--- src/rtl/aud_fifo_pkg.sv ---
package aud_fifo_pkg;
  localparam int ADDR_W = 3;
  localparam int DATA_W = 32;
  localparam int TH_W   = 4;

  localparam logic [ADDR_W-1:0] ADR_CTRL = 3'd0;
  localparam logic [ADDR_W-1:0] ADR_STAT = 3'd1;
  localparam logic [ADDR_W-1:0] ADR_MASK = 3'd2;
  localparam logic [ADDR_W-1:0] ADR_CLR  = 3'd3;
  localparam logic [ADDR_W-1:0] ADR_DATA = 3'd4;

  // strobes from control to datapath
  typedef struct packed {
    logic txPush;
    logic rxPop;
    logic flush;
  } pathStrb_t;
endpackage

--- src/rtl/aud_fifo_buf.sv ---
module aud_fifo_buf #(
  parameter int WIDTH = 32,
  parameter int DEPTH = 16,
  localparam int AW = (DEPTH > 1) ? $clog2(DEPTH) : 1,
  localparam int LW = $clog2(DEPTH + 1)
) (
  input  logic             clk,
  input  logic             rstN,
  input  logic             flush,
  input  logic             push,
  input  logic [WIDTH-1:0] pushData,
  input  logic             pop,
  output logic [WIDTH-1:0] headData,
  output logic [LW-1:0]    level
);
  logic [WIDTH-1:0] mem [DEPTH];
  logic [AW-1:0] wrPtr, rdPtr;
  logic doPush, doPop, isFull, isEmpty;

  assign isFull  = (level == LW'(DEPTH));
  assign isEmpty = (level == '0);
  assign doPush  = push & ~isFull;
  assign doPop   = pop & ~isEmpty;
  assign headData = isEmpty ? '0 : mem[rdPtr];

  function automatic logic [AW-1:0] nextPtr(input logic [AW-1:0] p);
    return (p == AW'(DEPTH - 1)) ? '0 : p + 1'b1;
  endfunction

  always_ff @(posedge clk) begin
    if (doPush && !flush) mem[wrPtr] <= pushData;
  end

  always_ff @(posedge clk or negedge rstN) begin
    if (!rstN) begin
      wrPtr <= '0;
      rdPtr <= '0;
      level <= '0;
    end else if (flush) begin
      wrPtr <= '0;
      rdPtr <= '0;
      level <= '0;
    end else begin
      if (doPush) wrPtr <= nextPtr(wrPtr);
      if (doPop)  rdPtr <= nextPtr(rdPtr);
      case ({doPush, doPop})
        2'b10:   level <= level + 1'b1;
        2'b01:   level <= level - 1'b1;
        default: level <= level;
      endcase
    end
  end
endmodule

--- src/rtl/aud_fifo_path.sv ---
module aud_fifo_path
  import aud_fifo_pkg::*;
#(
  parameter int DEPTH = 16,
  localparam int LW = $clog2(DEPTH + 1)
) (
  input  logic              clk,
  input  logic              rstN,
  input  pathStrb_t         strb,
  input  logic [DATA_W-1:0] txWord,
  input  logic              txPop,
  output logic [DATA_W-1:0] txHead,
  input  logic              rxPush,
  input  logic [DATA_W-1:0] rxWord,
  output logic [DATA_W-1:0] rxHead,
  output logic [LW-1:0]     txLevel,
  output logic [LW-1:0]     rxLevel
);
  aud_fifo_buf #(.WIDTH(DATA_W), .DEPTH(DEPTH)) txBuf (
    .clk(clk), .rstN(rstN), .flush(strb.flush),
    .push(strb.txPush), .pushData(txWord),
    .pop(txPop), .headData(txHead), .level(txLevel)
  );

  aud_fifo_buf #(.WIDTH(DATA_W), .DEPTH(DEPTH)) rxBuf (
    .clk(clk), .rstN(rstN), .flush(strb.flush),
    .push(rxPush), .pushData(rxWord),
    .pop(strb.rxPop), .headData(rxHead), .level(rxLevel)
  );
endmodule

--- src/rtl/aud_fifo_ctrl.sv ---
module aud_fifo_ctrl
  import aud_fifo_pkg::*;
#(
  parameter int DEPTH = 16,
  localparam int LW = $clog2(DEPTH + 1)
) (
  input  logic              clk,
  input  logic              rstN,
  input  logic              regWe,
  input  logic              regRe,
  input  logic [ADDR_W-1:0] regAddr,
  input  logic [DATA_W-1:0] regWdata,
  output logic [DATA_W-1:0] regRdata,
  input  logic              txPop,
  input  logic              rxPush,
  input  logic              linkBusy,
  input  logic [LW-1:0]     txLevel,
  input  logic [LW-1:0]     rxLevel,
  input  logic [DATA_W-1:0] rxHead,
  output pathStrb_t         strb,
  output logic              linkEnable,
  output logic              irq,
  output logic              txDmaReq,
  output logic              rxDmaReq
);
  logic            enReg;
  logic [TH_W-1:0] rxTh, txTh;
  logic [3:0]      maskReg;   // mask bits 6:3
  logic            rorFlag, turFlag;
  logic            wrCtrl, wrMask, wrClr, softRst;
  logic            rxSvc, txSvc;
  logic [7:0]      statusBits;

  assign wrCtrl  = regWe && (regAddr == ADR_CTRL);
  assign wrMask  = regWe && (regAddr == ADR_MASK);
  assign wrClr   = regWe && (regAddr == ADR_CLR);
  assign softRst = wrCtrl && regWdata[3];

  assign strb.txPush = regWe && (regAddr == ADR_DATA);
  assign strb.rxPop  = regRe && (regAddr == ADR_DATA);
  assign strb.flush  = softRst;

  assign rxSvc = 32'(rxLevel) >= 32'(rxTh);
  assign txSvc = 32'(txLevel) <= 32'(txTh);

  assign statusBits = {~enReg & ~linkBusy, rorFlag, turFlag, rxSvc, txSvc,
                       linkBusy, rxLevel != '0, txLevel != LW'(DEPTH)};

  always_ff @(posedge clk or negedge rstN) begin
    if (!rstN) begin
      enReg <= 1'b0; rxTh <= '0; txTh <= '0; maskReg <= '0;
      rorFlag <= 1'b0; turFlag <= 1'b0;
    end else if (softRst) begin
      enReg <= 1'b0; rxTh <= '0; txTh <= '0; maskReg <= '0;
      rorFlag <= 1'b0; turFlag <= 1'b0;
    end else begin
      if (wrCtrl) begin
        enReg <= regWdata[0];
        txTh  <= regWdata[11:8];
        rxTh  <= regWdata[15:12];
      end
      if (wrMask) maskReg <= regWdata[6:3];
      if (rxPush && rxLevel == LW'(DEPTH)) rorFlag <= 1'b1;
      else if (wrClr && regWdata[6])       rorFlag <= 1'b0;
      if (txPop && txLevel == '0)          turFlag <= 1'b1;
      else if (wrClr && regWdata[5])       turFlag <= 1'b0;
    end
  end

  always_comb begin
    regRdata = '0;
    if (regRe) begin
      case (regAddr)
        ADR_CTRL: regRdata = {16'h0, rxTh, txTh, 7'h0, enReg};
        ADR_STAT: regRdata = {24'h0, statusBits};
        ADR_MASK: regRdata = {25'h0, maskReg, 3'h0};
        ADR_DATA: regRdata = rxHead;
        default:  regRdata = '0;
      endcase
    end
  end

  assign linkEnable = enReg;
  assign irq        = |(statusBits[6:3] & maskReg);
  assign txDmaReq   = txSvc;
  assign rxDmaReq   = rxSvc;
endmodule

--- src/rtl/aud_fifo_irq.sv ---
module aud_fifo_irq
  import aud_fifo_pkg::*;
#(
  parameter int DEPTH = 16,
  localparam int LW = $clog2(DEPTH + 1)
) (
  input  logic              clk,
  input  logic              rstN,
  input  logic              regWe,
  input  logic              regRe,
  input  logic [ADDR_W-1:0] regAddr,
  input  logic [DATA_W-1:0] regWdata,
  output logic [DATA_W-1:0] regRdata,
  input  logic              txPop,
  output logic [DATA_W-1:0] txData,
  input  logic              rxPush,
  input  logic [DATA_W-1:0] rxData,
  input  logic              linkBusy,
  output logic              linkEnable,
  output logic              irq,
  output logic              txDmaReq,
  output logic              rxDmaReq
);
  pathStrb_t         strb;
  logic [LW-1:0]     txLevel, rxLevel;
  logic [DATA_W-1:0] rxHead;

  aud_fifo_ctrl #(.DEPTH(DEPTH)) ctrlU (
    .clk(clk), .rstN(rstN), .regWe(regWe), .regRe(regRe),
    .regAddr(regAddr), .regWdata(regWdata), .regRdata(regRdata),
    .txPop(txPop), .rxPush(rxPush), .linkBusy(linkBusy),
    .txLevel(txLevel), .rxLevel(rxLevel), .rxHead(rxHead),
    .strb(strb), .linkEnable(linkEnable), .irq(irq),
    .txDmaReq(txDmaReq), .rxDmaReq(rxDmaReq)
  );

  aud_fifo_path #(.DEPTH(DEPTH)) pathU (
    .clk(clk), .rstN(rstN), .strb(strb),
    .txWord(regWdata), .txPop(txPop), .txHead(txData),
    .rxPush(rxPush), .rxWord(rxData), .rxHead(rxHead),
    .txLevel(txLevel), .rxLevel(rxLevel)
  );
endmodule

--- config.mk ---
export PLATFORM = sky130hd
export DESIGN_NAME = aud_fifo_irq
export DESIGN_NICKNAME = d
export VERILOG_FILES = /design/src/rtl/aud_fifo_pkg.sv /design/src/rtl/aud_fifo_buf.sv /design/src/rtl/aud_fifo_path.sv /design/src/rtl/aud_fifo_ctrl.sv /design/src/rtl/aud_fifo_irq.sv
export SDC_FILE = /design/constraint.sdc
export NUM_CORES = 1
export LEC_CHECK = 0
export BUFFER_PORTS_ARGS = -buffer_cell sky130_fd_sc_hd__clkbuf_2
export CAP_MARGIN = 20
export CORE_MARGIN = 2
export CORE_UTILIZATION = 35
export CTS_BUF_LIST = sky130_fd_sc_hd__clkbuf_16
export DETAILED_ROUTE_END_ITERATION = 7
export GPL_ROUTABILITY_DRIVEN = 0
export PLACE_DENSITY = 0.51
export SLEW_MARGIN = 15
export SYNTH_ARGS = -nofsm -noshare
export SYNTH_HDL_FRONTEND = slang
export SYNTH_SLANG_ARGS = --single-unit
--- constraint.sdc ---
create_clock -name clk -period 5.85 [get_ports clk]
set_input_delay 0 -clock clk [delete_from_list [all_inputs] [get_ports clk]]
set_output_delay 0 -clock clk [all_outputs]
set_load 0.05 [all_outputs]
==> results of run 1 <==
-- critical path, cell delays in order, from the launching register on --
cell,delay (ns)
dfrtp_4,0.97
buf_12,0.48
mux4_2,0.39
mux2_2,0.28
a21oi_1,0.41
o22ai_1,0.28
clkbuf_2,0.33
-- cell type report --
class | instances | area [um^2] | area share (%)
Sequential cell | 1065 | 31800 | 65.2
Multi-Input combinational cell | 717 | 9670 | 19.8
Clock buffer | 113 | 2830 | 5.80
Tap cell | 1600 | 2000 | 4.11
Timing Repair Buffer | 262 | 1860 | 3.81
Clock inverter | 87 | 533 | 1.09
Inverter | 17 | 63.8 | 0.131
Antenna cell | 4 | 10.0 | 0.0205
-- power by group --
part / switching, mW / leakage (nW) / total, mW / internal [mW]
combinational: 3.03 / 4.04 / 5.44 / 2.41
clock: 2.89 / 1.76 / 6.54 / 3.65
sequential: 0.611 / 9.73 / 9.42 / 8.81
total: 6.53 / 15.5 / 21.4 / 14.9
-- metrics by stage --
step                      power [mW]  utilization, %  cells
after floorplan                 13.5               -   1903
after global placement          15.0            37.7   3588
after detailed placement        15.1            37.7   3588
after CTS                       21.7            41.2   3861
after global routing            22.3            41.2   3861
final                           21.4            41.2   3865
-- per-layer routing --
layer | wire length (um) | part of all wire (%) | global-route usage, %
met5 | 56 | 0.054 | 0
met4 | 1750 | 1.7 | 3.76
met2 | 49700 | 48 | 27.3
met3 | 6670 | 6.4 | 3.43
met1 | 45400 | 44 | 24.1
-- layout by cell type, fill, tap and decap left out, types with 13 or more instances in the layout --
master         Yosys  routed
a21oi_1           29      29
and2_1            34      18
and2_2             0      16
buf_4              3      43
clkbuf_16          0     113
clkbuf_2           0     141
clkinv_1           1      30
clkinv_2           0      16
dfrtp_1           41      33
dlygate4sd3_1      0      73
edfxtp_1        1024    1024
ha_1              22      22
inv_1             16      46
mux2i_1           22      22
mux4_2           304     304
nand2_1           48      48
nand3_1           14      14
nor2_1            51      38
nor2_4             0      13
nor2b_1           45      45
o21ai_0           22      22
-- how the worst max path moves through the flow --
stage / from / slack (ns) / cells after the start / to
after global placement: pathU.rxBuf.rdPtr[0] / 2.54 / 6 / regRdata[7]
after floorplan: pathU.rxBuf.level[1] / 1.73 / 6 / pathU.rxBuf.mem[3][0]
final: pathU.rxBuf.rdPtr[1] / 1.95 / 6 / regRdata[2]
after global routing: pathU.txBuf.rdPtr[0] / 1.68 / 5 / txData[28]
after detailed placement: pathU.rxBuf.rdPtr[0] / 2.55 / 6 / regRdata[7]
after CTS: pathU.txBuf.rdPtr[0] / 1.81 / 5 / txData[28]
-- cells by family after synthesis --
logic type,count (synthesis),share of synthesized area (%)
buffers and inverters,121,1.42
adders and majority gates,22,0.657
and+or+nand+nor,238,3.00
muxes,334,17.1
AOI/OAI and AO/OA,115,1.83
xor gates and xnor gates,8,0.167
DFF,1065,75.8
-- registers in the layout, summed over array words and instances, names as in the netlist --
name               count
pathU.rxBuf.mem      512
pathU.txBuf.mem      512
pathU.rxBuf.level      5
pathU.txBuf.level      5
ctrlU.maskReg          4
ctrlU.rxTh             4
ctrlU.txTh             4
pathU.rxBuf.rdPtr      4
pathU.rxBuf.wrPtr      4
pathU.txBuf.rdPtr      4
pathU.txBuf.wrPtr      4
ctrlU.linkEnable       1
ctrlU.rorFlag          1
ctrlU.turFlag          1
-- what timing repair did --
item / in CTS / in global routing
endpoints found under the hold margin: 1092 / 0
setup endpoints to repair: 0 / 0
hold buffers: 73 / 0
==> qor.yml, run 1 <==
run_status:
  status: "complete, no violations"
synth:
  synth_area_leaders: "edfxtp_1, mux4_2, dfrtp_1"
  synth_common_cells: "edfxtp_1, mux4_2, clkbuf_1"
  synth_ff_type: "edfxtp_1"
  ys_ff_latch: 1065
  synth_nets: 1999
  yosys.area.top_type: "edfxtp_1"
  synth_enable_flop_cells: 1024
  syn-mean-instance-area_um2: 22.0
  post-synth-top-count-cell: "edfxtp_1"
  yosysSeqAreaShare_pct: 75.8
  yosys_warnings: 0
  async_flop_share_pct: 3.85
  synth_area_um2: 41900
  yosysUniqueCellTypes: 59
  synthDominantCellAreaShare_pct: 73.4
  synth_cells: 1903
placement:
  portBuffers: 141
  dpl.hpwl_mm: 54.4
  place_ws_ns: 2.55
  post_dp_cell_area_um2: 44700
setup_path:
  worstPathArrival_ns: 3.90
  crit_type: "reg -> out"
  cp-end-kind: "primary output"
  r2r_cells: 9
  cp-start-kind: "register"
  required_ns: 5.85
  crit_fanout: 80
  r2r-end: "pathU.rxBuf.level[4]"
  reg2reg_setup_slack_ns: 2.72
  r2r_start: "pathU.rxBuf.level[1]"
sta:
  post-route-min-period_ns: 3.90
  worst_hold_slack_ns: 0.135
  final_hold_viol_count: 0
  fmax_mhz: 257
  final.setup.worst_slack_ns: 1.95
  max-slew-margin-rel_pct: 27.5
  setup_tns_ns: 0
  slew_viol_final: 0
  finalCritPeriodShare_pct: 66.6
  worst_pin_slew_ns: 1.09
  rsz0062_at_grt: "no"
  setup_viol: 0
  skew_ns: 0.0403
finish:
  design_area_um2: 48800
  drive_gt1_share_pct: 30.8
  area_delta_synth_final_pct: 16.4
  fillCellCount: 10400
  layout.nets: 2270
global_routing:
  track_usage_pct: 17.0
  grt_first_pass_wirelength_mm: 150
  grt-ovfl-total: 0
  antenna_found_initial: 6
  grt_pass1_vias: 21200
  grt_max_degree: 81
clock_tree:
  cts_tree: "yes"
  cts_setup_buffers: 0
  htreeDepth: 3
  ctsLongestPathBuffers: 3
  clkSinkCount: 1065
  cts_resized: 0
  root_buffer: "clkbuf_16"
  clk_pin_slew_ns: 0.06
  clk_latency_ns: 0.70
  cts_buffers: 111
routing:
  routedWlPerCell_um: 26.8
  via_per_inst: 5.23
  drt-pass1-iter-count: 7
  via_count: 20200
  drtAntennaViolNets: 0
  drc: 0
  drtIter0Drc: 1801
  routed_wl_mm: 104
floorplanning:
  die_width_um: 350
  initial_core_util_pct: 35.4
  num_rows: 126
  core_area_um2: 118000
  die_height_um: 350
  ios: 142
  die_area_um2: 122000
power_and_ir_drop:
  leakage_nw: 15.5
  ir_drop_v: 0.000308
  power_density_nw_per_um2: 439
min_path:
  worstHoldEndpoint: "pathU.rxBuf.level[3]"
  min_from: "regRe"
  hold_depth: 5
  worstHoldPathType: "in -> reg"
job:
  maxCapViolCount: 0
No activity file was read; power rests on OpenSTA's default activity.
==> run 2, diff against run 1 <==
==> constraint.sdc (replaced) <==
create_clock -name clk -period 3.9 [get_ports clk]
set_input_delay 0 -clock clk [delete_from_list [all_inputs] [get_ports clk]]
set_output_delay 0 -clock clk [all_outputs]
set_load 0.05 [all_outputs]
==> run 2 against run 1 <==
Against the previous run:
- non-clock buffer count rose by 26
- global-route usage fell by 0.23 points
- total power rose by 57%
- clock power rose by 70%
- routed wire length fell by 1.4%
- sequential power rose by 48%
- clock-buffer cell count fell by 1
- largest cell class unchanged
- final area rose by 1.7%
- final cell count rose by 0.85%
==> qor.yml, run 2 (synthesis results as in run 1) <==
routing:
  drtIter0Drc: 1969
  routedWlPerCell_um: 26.2
  via_per_inst: 5.18
  via_count: 20200
  drc: 0
  routed_wl_mm: 102
  drt-pass1-iter-count: 5
  drtAntennaViolNets: 0
placement:
  dpl.hpwl_mm: 56.8
  post_dp_cell_area_um2: 45000
  portBuffers: 141
setup_path:
  r2r_start: "pathU.txBuf.level[1]"
  required_ns: 3.90
  crit_fanout: 35
  r2r_cells: 9
  r2r-end: "pathU.txBuf.level[4]"
  reg2reg_setup_slack_ns: 1.03
  cp-start-kind: "register"
  crit_type: "reg -> out"
  worstPathArrival_ns: 3.55
  cp-end-kind: "primary output"
sta:
  slew_viol_final: 0
  final_hold_viol_count: 0
  finalCritPeriodShare_pct: 90.9
  setup_tns_ns: 0
  worst_pin_slew_ns: 0.920
  max-slew-margin-rel_pct: 38.6
  rsz0062_at_grt: "no"
  post-route-min-period_ns: 3.55
  fmax_mhz: 282
  skew_ns: 0.0496
  setup_viol: 0
global_routing:
  antenna_found_initial: 5
  grt-ovfl-total: 0
  grt_first_pass_wirelength_mm: 150
  grt_pass1_vias: 21400
  track_usage_pct: 16.8
  grt_max_degree: 69
job:
  maxCapViolCount: 0
finish:
  area_delta_synth_final_pct: 18.4
  design_area_um2: 49600
  layout_commonest_cell: "edfxtp_1"
  layout.nets: 2296
  drive_gt1_share_pct: 32.4
  top_regs: "pathU.rxBuf.mem (512), pathU.txBuf.mem (512)"
  final_cell_mix: "edfxtp_1, mux4_2, clkbuf_2"
clock_tree:
  cts_tree: "yes"
  htreeDepth: 3
  clkSinkCount: 1065
  cts_buffers: 111
  cts_resized: 0
  ctsLongestPathBuffers: 3
  root_buffer: "clkbuf_16"
  clk_pin_slew_ns: 0.06
  clk_latency_ns: 0.70
power_and_ir_drop:
  ir_drop_v: 0.000549
  pwr-share-comb_pct: 25.7
  seqPwrFrac_pct: 41.4
  power.switching_mw: 10.1
  power_frac_clock_pct: 32.9
  leakage_nw: 15.9
  power_density_nw_per_um2: 678
  p_int_mw: 23.6
  switching_share_pct: 29.9
floorplanning:
  die_width_um: 350
  core_area_um2: 118000
  die_height_um: 350
  ios: 142
  initial_core_util_pct: 35.4
  die_area_um2: 122000
  num_rows: 126
min_path:
  hold_depth: 5
  min_from: "regAddr[2]"
  worstHoldEndpoint: "ctrlU.maskReg[2]"
  worstHoldPathType: "in -> reg"
run_status:
  status: "complete, no violations"
run 2: cell count changes in the layout (fill, tap and decap cells not counted), moves of 2 or more:
cell        delta
nor3_2         -4
buf_12         +9
diode_2        -3
bufinv_16     +17
clkinvlp_4     +2
buf_4         +17
clkinv_2       +2
nor3_4         +4
inv_1         -12
run 2: area by class of cell:
class,instances,area [um^2]
well taps,1600,2000
diodes,1,2.50
fillers,10300,68800
repair buffers,288,2170
flip-flops and latches,1065,31800
clock inverters,98,1060
multi-input cells,717,9700
inverters,17,63.8
clock buffers,112,2800
run 2: layer usage:
metal | GRT usage (%) | up-vias | part of all wire (%)
met5 | 0 | - | 0.035
met4 | 3.69 | 6 | 1.7
met3 | 2.71 | 132 | 5.4
met2 | 27.3 | 545 | 49
met1 | 24.0 | 10900 | 44
li1 | - | 8587 | -
run 2: metrics by stage:
step                      utilization, %  hold slack, ns  cells  setup slack (ns)  total power [mW]
after global routing                41.9           0.115   3898             0.140              35.0
after floorplan                        -          -0.296   1903             0.627              20.3
after global placement              38.0           0.125   3614              1.00              22.8
after detailed placement            38.0           0.138   3614              1.01              22.9
final                               41.9          0.0907   3898             0.353              33.6
after CTS                           41.9          0.0279   3897             0.245              34.1
run 2: worst max-delay path by stage:
stage                         start  depth (start not counted)                endpoint  slack (ns)
6_report       pathU.rxBuf.rdPtr[0]                          5            regRdata[18]        0.35
2_1_floorplan  pathU.rxBuf.level[1]                          6  pathU.rxBuf.mem[15][0]        0.63
4_1_cts        pathU.rxBuf.rdPtr[0]                          5            regRdata[18]        0.24
3_3_place_gp   pathU.rxBuf.rdPtr[0]                          5            regRdata[17]        1.00
5_1_grt        pathU.rxBuf.rdPtr[0]                          5            regRdata[17]        0.14
3_5_place_dp   pathU.rxBuf.rdPtr[0]                          5            regRdata[18]        1.01
run 2: power groups by stage:
stage               registers [mW]  clock network [mW]  logic, mW
finish                        13.9                11.1       8.65
global route                  14.0                11.8       9.25
CTS                           13.9                11.3       8.83
detailed placement            14.2                   0       8.73
global placement              14.1                   0       8.65
floorplan                     13.6                   0       6.70
run 2: critical path, stage by stage (launching register included):
cell and delay [ns]:
dfrtp_4 0.91, buf_4 0.45, mux4_2 0.56, mux4_2 0.51, and2_1 0.18, clkbuf_2 0.23
run 2: repair_timing:
item	CTS	global route
buffers inserted	0	0
hold buffers	73	0
endpoints found under the hold margin	1091	0
==> run 3, diff against run 2 <==
--- a/config.mk
+++ b/config.mk
@@ -12,7 +12,8 @@
 export CTS_BUF_LIST = sky130_fd_sc_hd__clkbuf_16
 export DETAILED_ROUTE_END_ITERATION = 7
 export GPL_ROUTABILITY_DRIVEN = 0
-export PLACE_DENSITY = 0.51
+export PLACE_DENSITY = 0.54
+export SKIP_CTS_REPAIR_TIMING = 1
 export SLEW_MARGIN = 15
 export SYNTH_ARGS = -nofsm -noshare
 export SYNTH_HDL_FRONTEND = slang
==> run 3 against run 2 <==
Against the previous run:
- clock-buffer cell count increased by 2
- hold slack got worse by 0.021 ns
- clock power decreased by 11%
- final cell count decreased by 0.28%
- combinational power decreased by 0.7%
- die area unchanged
- sequential cell count unchanged
- register-to-register slack got worse by 0.17 ns
- critical path depth increased by 1
- critical endpoint is now regRdata[1]
==> qor.yml, run 3 (synthesis results as in run 1) <==
clock_tree:
  cts_buffers: 112
  clk_pin_slew_ns: 0.06
  clkSinkCount: 1065
  root_buffer: "clkbuf_16"
  ctsLongestPathBuffers: 3
  cts_tree: "yes"
  htreeDepth: 3
  clk_latency_ns: 0.70
finish:
  layout.nets: 2293
  drive_gt1_share_pct: 31.5
  layout_commonest_cell: "edfxtp_1"
  area_delta_synth_final_pct: 17.8
  post-route-util_pct: 41.7
  final_cell_mix: "edfxtp_1, mux4_2, clkbuf_2"
  top_regs: "pathU.rxBuf.mem (512), pathU.txBuf.mem (512)"
power_and_ir_drop:
  power_density_nw_per_um2: 658
  ir_drop_v: 0.000659
  finalPower_mw: 32.5
  leakage_nw: 15.8
min_path:
  worstHoldPathType: "in -> reg"
  worstHoldEndpoint: "ctrlU.maskReg[1]"
  min_from: "regAddr[2]"
  hold_depth: 5
placement:
  portBuffers: 141
  place_ws_ns: 0.986
  dpl.hpwl_mm: 57.6
routing:
  via_per_inst: 5.23
  via_count: 20300
  drc: 0
  drtAntennaViolNets: 0
  drtIter0Drc: 2084
  drt-pass1-iter-count: 5
  routed_wl_mm: 99.9
  routedWlPerCell_um: 25.7
job:
  maxCapViolCount: 0
setup_path:
  r2r_cells: 9
  startpoint: "pathU.rxBuf.rdPtr[0]"
  crit_fanout: 25
  reg2reg_setup_slack_ns: 0.86
  crit_chain: "buf_4 > mux4_2 > mux2_2 > o21ai_1 > o22ai_1 > clkbuf_2"
  required_ns: 3.90
  crit_type: "reg -> out"
  cp-end-kind: "primary output"
  max_stage_delay_ns: 0.75
  worstPathArrival_ns: 3.46
  cp-start-kind: "register"
  slowest_stage: "dfrtp_4"
  r2r-end: "pathU.txBuf.level[4]"
  r2r_start: "pathU.txBuf.level[0]"
floorplanning:
  core_area_um2: 118000
  initial_core_util_pct: 35.4
  die_height_um: 350
  die_width_um: 350
  num_rows: 126
  die_area_um2: 122000
  ios: 142
sta:
  setup_viol: 0
  final.setup.worst_slack_ns: 0.439
  final_hold_viol_count: 0
  skew_ns: 0.0568
  rsz0062_at_grt: "no"
  fmax_mhz: 289
  slew_viol_final: 0
  max-slew-margin-rel_pct: 35.4
  worst_hold_slack_ns: 0.0700
  worst_pin_slew_ns: 0.969
  finalCritPeriodShare_pct: 88.7
  setup_tns_ns: 0
  post-route-min-period_ns: 3.46
global_routing:
  met1_usage_pct: 22.5
  grt_max_degree: 55
  antenna_found_initial: 9
  grt-ovfl-total: 0
  use_met2_pct: 26.3
  grt_most_used_layer: "met2"
  track_usage_pct: 16.3
  grt_pass1_vias: 20900
  grt.met3_usage_pct: 3.54
  grt_first_pass_wirelength_mm: 145
run_status:
  status: "complete, no violations"
[run 3: report_power, final]
group	switching, mW	internal (mW)	leakage (nW)	total (mW)
sequential	0.803	13.2	9.73	14.0
clock	4.33	5.54	1.79	9.87
combinational	4.79	3.81	4.24	8.59
[run 3: cell type report]
cell class / instances / area (um^2)
fill: 10300 / 69000
sequential: 1065 / 31800
multi-input combinational: 717 / 9690
clock buffer: 114 / 2850
timing repair buffer: 284 / 2410
tap: 1600 / 2000
clock inverter: 87 / 551
inverter: 17 / 63.8
antenna: 3 / 7.51
[run 3: how the worst max path moves through the flow]
stage,to,slack [ns],cells after the start
6_report,regRdata[1],0.44,6
5_1_grt,regRdata[1],0.24,6
4_1_cts,regRdata[1],0.36,6
3_5_place_dp,pathU.txBuf.level[4],0.99,9
3_3_place_gp,pathU.txBuf.level[4],1.02,9
2_1_floorplan,pathU.rxBuf.mem[15][0],0.63,6
[run 3: through the flow]
step / instances / cell area, um^2
after detailed placement: 3609 / 45200
after floorplan: 1903 / 41900
after CTS: 3810 / 48600
after global placement: 3609 / 45200
after global routing: 3886 / 49400
final: 3887 / 49400
[run 3: metal layers]
layer,part of all wire [%],up-vias
met5,0.046,-
met4,2.0,8
met3,6.5,147
met2,49,717
met1,43,10900
li1,-,8591
[run 3: worst max-delay path, delay by kind of cell (launching register included)]
family / cells / cell delay, ns
compound gates: 2 / 0.58
mux: 2 / 0.80
flops: 1 / 0.75
buf+inv: 2 / 0.65
